===== src/rtl/cct_pkg.sv =====
package cct_pkg;
  localparam int MAX_CMP = 8;

  typedef struct packed {
    logic               loadCount;
    logic               matchMask;
    logic [MAX_CMP-1:0] cmpWr;
  } cctStrobes_t;
endpackage


===== src/rtl/cct_ctrl.sv =====
module cct_ctrl #(
  parameter int NUM_CMP = 3,
  parameter int SEL_W   = 3
) (
  input  logic                 clk,
  input  logic                 rst,
  input  logic                 wrEn,
  input  logic [SEL_W-1:0]     wrSel,
  output cct_pkg::cctStrobes_t strobes
);
  logic maskQ;

  always_comb begin
    strobes = '0;
    strobes.loadCount = wrEn && (wrSel == '0);
    for (int k = 0; k < NUM_CMP; k++) begin
      strobes.cmpWr[k] = wrEn && (wrSel == SEL_W'(k + 1));
    end
    strobes.matchMask = maskQ;
  end

  // a load (or reset) makes the cycle that shows the loaded value non-matching
  always_ff @(posedge clk) begin
    if (rst) maskQ <= 1'b1;
    else     maskQ <= strobes.loadCount;
  end

  a_r2_single_target: assert property (@(posedge clk) disable iff (rst)
    $onehot0({strobes.loadCount, strobes.cmpWr}));

  a_r2_unused_code: assert property (@(posedge clk) disable iff (rst)
    (wrEn && (int'(wrSel) > NUM_CMP)) |-> (!strobes.loadCount && strobes.cmpWr == '0));
endmodule


===== src/rtl/cct_datapath.sv =====
module cct_datapath #(
  parameter int NUM_CMP = 3,
  parameter int CNT_W   = 32
) (
  input  logic                     clk,
  input  logic                     rst,
  input  cct_pkg::cctStrobes_t     strobes,
  input  logic [CNT_W-1:0]         wrData,
  input  logic [NUM_CMP-1:0]       clrPend,
  output logic [CNT_W-1:0]         count,
  output logic [NUM_CMP*CNT_W-1:0] cmpVals,
  output logic [NUM_CMP-1:0]       pending
);
  logic [CNT_W-1:0] countQ;

  always_ff @(posedge clk) begin
    if (rst)                    countQ <= '0;
    else if (strobes.loadCount) countQ <= wrData;
    else                        countQ <= countQ + 1'b1;
  end

  assign count = countQ;

  for (genvar k = 0; k < NUM_CMP; k++) begin : gSlot
    logic [CNT_W-1:0] cmpQ;
    logic             pendQ;
    logic             hit;

    assign hit = (countQ == cmpQ) && !strobes.matchMask;

    always_ff @(posedge clk) begin
      if (rst)                   cmpQ <= '0;
      else if (strobes.cmpWr[k]) cmpQ <= wrData;
    end

    always_ff @(posedge clk) begin
      if (rst)                                                   pendQ <= 1'b0;
      else if (strobes.loadCount || strobes.cmpWr[k] || clrPend[k]) pendQ <= 1'b0;
      else if (hit)                                              pendQ <= 1'b1;
    end

    assign cmpVals[k*CNT_W +: CNT_W] = cmpQ;
    assign pending[k] = pendQ;

    a_r5_write_clears: assert property (@(posedge clk) disable iff (rst)
      strobes.cmpWr[k] |=> (!pending[k] && cmpVals[k*CNT_W +: CNT_W] == $past(wrData)));

    a_r8_clear_wins: assert property (@(posedge clk) disable iff (rst)
      clrPend[k] |=> !pending[k]);

    a_r4_sticky: assert property (@(posedge clk) disable iff (rst)
      (pending[k] && !strobes.loadCount && !strobes.cmpWr[k] && !clrPend[k]) |=> pending[k]);

    a_r3_match_sets: assert property (@(posedge clk) disable iff (rst)
      ((count == cmpVals[k*CNT_W +: CNT_W]) && !strobes.matchMask && !strobes.loadCount
       && !strobes.cmpWr[k] && !clrPend[k]) |=> pending[k]);
  end

  a_r1_step: assert property (@(posedge clk) disable iff (rst)
    !strobes.loadCount |=> (count == $past(count) + 1'b1));

  a_r7_load: assert property (@(posedge clk) disable iff (rst)
    strobes.loadCount |=> (count == $past(wrData) && pending == '0));

  a_r7_masked_no_fire: assert property (@(posedge clk) disable iff (rst)
    strobes.matchMask |=> (pending == '0));
endmodule


===== src/rtl/cycle_compare_timer.sv =====
module cycle_compare_timer #(
  parameter int NUM_CMP = 3,
  parameter int CNT_W   = 32,
  localparam int SEL_W  = $clog2(NUM_CMP + 2)
) (
  input  logic                     clk,
  input  logic                     rst,
  input  logic                     wrEn,
  input  logic [SEL_W-1:0]         wrSel,
  input  logic [CNT_W-1:0]         wrData,
  input  logic [NUM_CMP-1:0]       clrPend,
  output logic [CNT_W-1:0]         count,
  output logic [NUM_CMP*CNT_W-1:0] cmpVals,
  output logic [NUM_CMP-1:0]       pending
);
  cct_pkg::cctStrobes_t strobes;

  initial begin
    if (NUM_CMP < 1 || NUM_CMP > cct_pkg::MAX_CMP)
      $error("NUM_CMP out of range");
  end

  cct_ctrl #(.NUM_CMP(NUM_CMP), .SEL_W(SEL_W)) uCtrl (
    .clk(clk), .rst(rst), .wrEn(wrEn), .wrSel(wrSel), .strobes(strobes)
  );

  cct_datapath #(.NUM_CMP(NUM_CMP), .CNT_W(CNT_W)) uPath (
    .clk(clk), .rst(rst), .strobes(strobes), .wrData(wrData),
    .clrPend(clrPend), .count(count), .cmpVals(cmpVals), .pending(pending)
  );
endmodule


===== config.mk =====
export PLATFORM = sky130hd
export DESIGN_NAME = cycle_compare_timer
export DESIGN_NICKNAME = d
export VERILOG_FILES = /design/src/rtl/cct_pkg.sv /design/src/rtl/cct_ctrl.sv /design/src/rtl/cct_datapath.sv /design/src/rtl/cycle_compare_timer.sv
export SDC_FILE = /design/constraint.sdc
export NUM_CORES = 1
export LEC_CHECK = 0
export BUFFER_PORTS_ARGS = -buffer_cell sky130_fd_sc_hd__buf_2
export CAP_MARGIN = 20
export CELL_PAD_IN_SITES_DETAIL_PLACEMENT = 0
export CELL_PAD_IN_SITES_GLOBAL_PLACEMENT = 1
export CORE_UTILIZATION = 41
export DETAILED_ROUTE_END_ITERATION = 7
export PLACE_DENSITY_LB_ADDON = 0.1
export SLEW_MARGIN = 20
export SYNTH_ARGS = -nofsm -noshare
export SYNTH_HDL_FRONTEND = slang
export SYNTH_SLANG_ARGS = --single-unit

===== constraint.sdc =====
create_clock -name clk -period 2.5 [get_ports clk]
set_input_delay 0.125 -clock clk [delete_from_list [all_inputs] [get_ports clk]]
set_output_delay 0.125 -clock clk [all_outputs]
set_load 0.03 [all_outputs]

[Word level (Yosys, flattened, before mapping)]
Cells that the tools add are included.
W data, S select, Z words.
Word-level totals
  register bits: 132
  bits of input ports: 41
  output and inout port bits: 131
  logic and storage cells: 34
Cells by class
  add/sub/neg operators: 1
  equal/unequal tests: 6
  multiplexer cells: 1
  reduce and logical (&&, ||, !) cells: 18
Operators by type and width (count)
  $eq A32 B32 Y1: 3
  $add A32 B1 Y32 const B: 1
  $mux W32: 1
  $logic_and A1 B1 Y1: 7
  $eq A3 B2 Y1 const B: 2
  $logic_or A1 B1 Y1: 6
  $reduce_or A2 Y1: 3
  $eq A3 B1 Y1 const B: 1
  $logic_not A3 Y1: 1
  $logic_not A1 Y1: 1

[Longest topological paths before layout]
  word-level depth: 5
  mapped depth: 8
  gate-level depth less buffers: 6

[Hierarchy]
From an unflattened synthesis, not the netlist that was laid out.
Second synthesis, totals
  cell total of the unflattened synthesis: 702
  area, all modules: 6637.6 um2
By module, submodules not included
  cct_datapath: times used 1, cells each 689, area each 6505.0 um2, sequential area each 2622.5 um2
  cct_ctrl: times used 1, cells each 13, area each 132.6 um2, sequential area each 20.0 um2

[Worst setup path after synthesis]
OpenSTA, ideal clock, no wires.
  kind: register to register
  from: reg uPath.countQ[1], in the netlist uPath.count[1]
  to: reg uPath.countQ[28], in the netlist uPath.count[28]
  setup time: 0.086 ns
  data arrival time: 1.846 ns
  data required time: 2.414 ns
  slack: 0.569 ns
  cell stages (with the launch flop): 8
  buffers on the path: 1
  clock period less this slack: 1.931 ns
  path through: dfxtp_1 > ha_1 > and3_1 > nand4_4 > buf_6 > nor3_2 > xnor2_1 > a211oi_1
On the way
  cells in the longest elaborated chain, start to end: 2
Ends and longest elaborated chain
  from (decl): RTL line cct_datapath.sv:14  | logic [CNT_W-1:0] countQ;
  from (signal assigned): RTL line cct_datapath.sv:18  | else if (strobes.loadCount) countQ <= wrData;
  from (signal assigned): RTL line cct_datapath.sv:19  | else countQ <= countQ + 1'b1;
  $add A32 B1 Y32: RTL line cct_datapath.sv:19
  $mux W32: RTL line cct_datapath.sv:18
Every way passes these cells.
A chain may end at the register's enable or synchronous reset.

[Worst setup path in the final report]
  from: reg uPath.countQ[6], in the netlist uPath.count[6]
  to: reg uPath.countQ[27], in the netlist uPath.count[27]
The elaborated chain is that of the path after synthesis.

==> metrics.txt <==
HP Class=primary input to register; sequential area share after synthesis=40.7%; Max Freq=500 MHz; Tmin final=2.00 ns; normalized max-slew margin=49.9%; CP top delay family=simple AND/OR/NAND/NOR gates; Port Buf Inserts=171; vias in the first global route=5,976; width of the die=128 um; synth warn=0; Tcrit/Tclk final=80.0%; ys async rst share=0%; fillcell total=1,499; Seq cells post-synth=132; CTS resizes=0; row cnt=45; DIE HEIGHT=128 um; H-tree depth=4; drt wl/cell=19.5 um; Inst Count DP=1,134; max-cap check violation count=0; Bufs and invs on worst path=0; antenna violations before repair=0; Setup violations, final=0; Leak=3.30 nW; final WL=23,300 um; type of origin of the critical path=register; clk_skew=0.00650 ns; CP max-delay cell=dfxtp_1; Netlist Area Pre-Place=6500 um2; Longest Clk Path Bufs=2; share of cells above drive strength 1=25.5%; nets@finish=1,014; syn_nets=849; CTS tree=built; critical path's largest stage delay=0.47 ns; core area=15,300 um2; number of diodes=0; drt drc=0; Mapped Avg Cell Area=8.05 um2; commonest cells after routing, fill and taps aside=nand2_1 (209), buf_2 (170), dfxtp_1 (132); CTS clk-pin slew, worst paths=0.06 ns; CP required=2.79 ns; post-synthesis cell count=807; Final Non-Filler Cells=1,196; Post-synth top flop=dfxtp_1; RSZ-0062 raised after global routing=no; Yosys cell types=41; CTS root buf=clkbuf_16; crit-path max FO=12; status=finished clean; pin count of the biggest net entering global routing=53; crit end category=register; area of the die=16,400 um2; DR iter-0 viols=558; GRT overflow=0; TritonCTS Buffers=17; worst-skew pair later-pin latency=0.42 ns; worst path cell trace=and3_1, nand4_4, nor4_4, mux2i_1, o22ai_1; DR vias=6,338; Peak supply drop=0.000460 V; Sink Count=132; DP Area=7430 um2; Setup TNS Final=0 ns; Hold Violations, Final=0; commonest non-fill, non-tap cell in the layout=nand2_1; router iterations before antenna repair=6; io pins=172; vias per inst=5.30; Post-synth EDFFs=0; final instance area=8340 um2; GR Util All Layers=28.7%; Starting Density=42.4%; antenna-violating nets left=0; Multi-input gate area=3440 um2; RePlAce Congestion=0.924; fin. max-slew vios=0; first-pass GRT wire length=35,000 um; area grow syn2layout=28.4%; HPWL after DPL=17,000 um; Slew @ Worst Pin=0.751 ns; pwr dens=664 nW/um2; FF+latch area=2640 um2; Worst EP arrival=2.29 ns; Setup Crit Path Kind=register to register
==> power breakdown <==
| group | internal (mW) | switching [mW] | total, mW |
|---|---|---|---|
| Clock | 1.65 | 0.949 | 2.60 |
| Combinational | 0.257 | 0.435 | 0.691 |
| Sequential | 2.16 | 0.0888 | 2.25 |
| Total | 4.07 | 1.47 | 5.54 |
==> layer usage <==
layer	GRT usage (%)	vias up	routed length, um
li1	-	3008	-
met1	38.4	3054	10500
met2	45.2	243	10600
met3	7.18	33	1750
met4	9.69	0	508
met5	0	-	0
==> timing repair <==
action | CTS | global route
buffers inserted | 0 | 0
endpoints found under the setup margin | 0 | 0
hold buffers | 30 | 0
endpoints found under the hold margin | 87 | 0
==> synthesized netlist by cell type (2+ instances only) <==
cell type	count	area, um2
nand2_1	209	785
dfxtp_1	132	2640
xnor2_1	106	928
a21oi_1	98	490
clkbuf_1	43	161
nor2_1	33	124
nand4_1	25	156
buf_2	23	115
a211oi_1	21	158
xor2_1	15	131
buf_4	10	75.1
nand3_1	10	50.1
nor3_2	8	80.1
nor3_1	7	35.0
o21ai_1	7	35.0
and3_1	6	37.5
a311oi_1	5	43.8
inv_1	5	18.8
or3_1	5	31.3
buf_6	4	45.0
nor4_1	4	25.0
and4_4	3	33.8
nand2b_1	3	18.8
nand4_4	3	63.8
nor4_2	3	37.5
a211oi_2	2	25.0
a32o_1	2	20.0
and2_1	2	12.5
==> worst min-delay path: stages <==
cell and delay (ns):
buf_2 0.15, nand2_1 0.07, a21oi_1 0.05
==> layout make-up <==
class | count | area share, %
timing repair buffer | 226 | 16.3
multi-input combinational | 590 | 41.3
clock buffer | 24 | 6.25
clock inverter | 8 | 1.14
sequential | 132 | 31.7
inverter | 5 | 0.225
tap | 211 | 3.16
==> worst paths after layout <==
| path | slack (ns) | cells past startpoint | endpoint | startpoint |
|---|---|---|---|---|
| worst max register to register | 0.50 | 5 | uPath.count[27] | uPath.count[6] |
| worst max-delay path | 0.50 | 5 | uPath.count[27] | uPath.count[6] |
| worst min-delay path | 0.02 | 3 | uPath.gSlot[2].cmpQ[26] | wrData[26] |
| worst min register to register | 0.48 | 2 | uPath.gSlot[0].cmpQ[23] | uPath.gSlot[0].cmpQ[23] |
==> sequential cells by signal, summed over array words and instances, names as in the netlist <==
register / cells
uPath.gSlot.pendQ: 3
uPath.gSlot.cmpQ: 96
uPath.count: 32
uCtrl.maskQ: 1
==> per-stage QoR <==
stage / power (mW) / util (%) / setup WS [ns] / hold slack (ns)
after floorplan: 2.69 / - / 0.569 / 0.215
after global placement: 2.94 / 48.5 / 0.633 / 0.317
after detailed placement: 2.94 / 48.5 / 0.515 / 0.326
after CTS: 5.55 / 54.5 / 0.509 / 0.00187
after global routing: 5.69 / 54.5 / 0.389 / 0.0218
final: 5.54 / 54.5 / 0.500 / 0.0189
==> kinds of logic after synthesis <==
| logic type | after synthesis | synth area share (%) |
|---|---|---|
| compound gates | 139 | 12.3 |
| mux | 1 | 0.154 |
| flops | 132 | 40.7 |
| buf+inv | 85 | 6.39 |
| simple gates | 328 | 23.9 |
| fa+ha+maj | 1 | 0.193 |
| xor+xnor | 121 | 16.3 |
(Power assumes the default switching activity.)
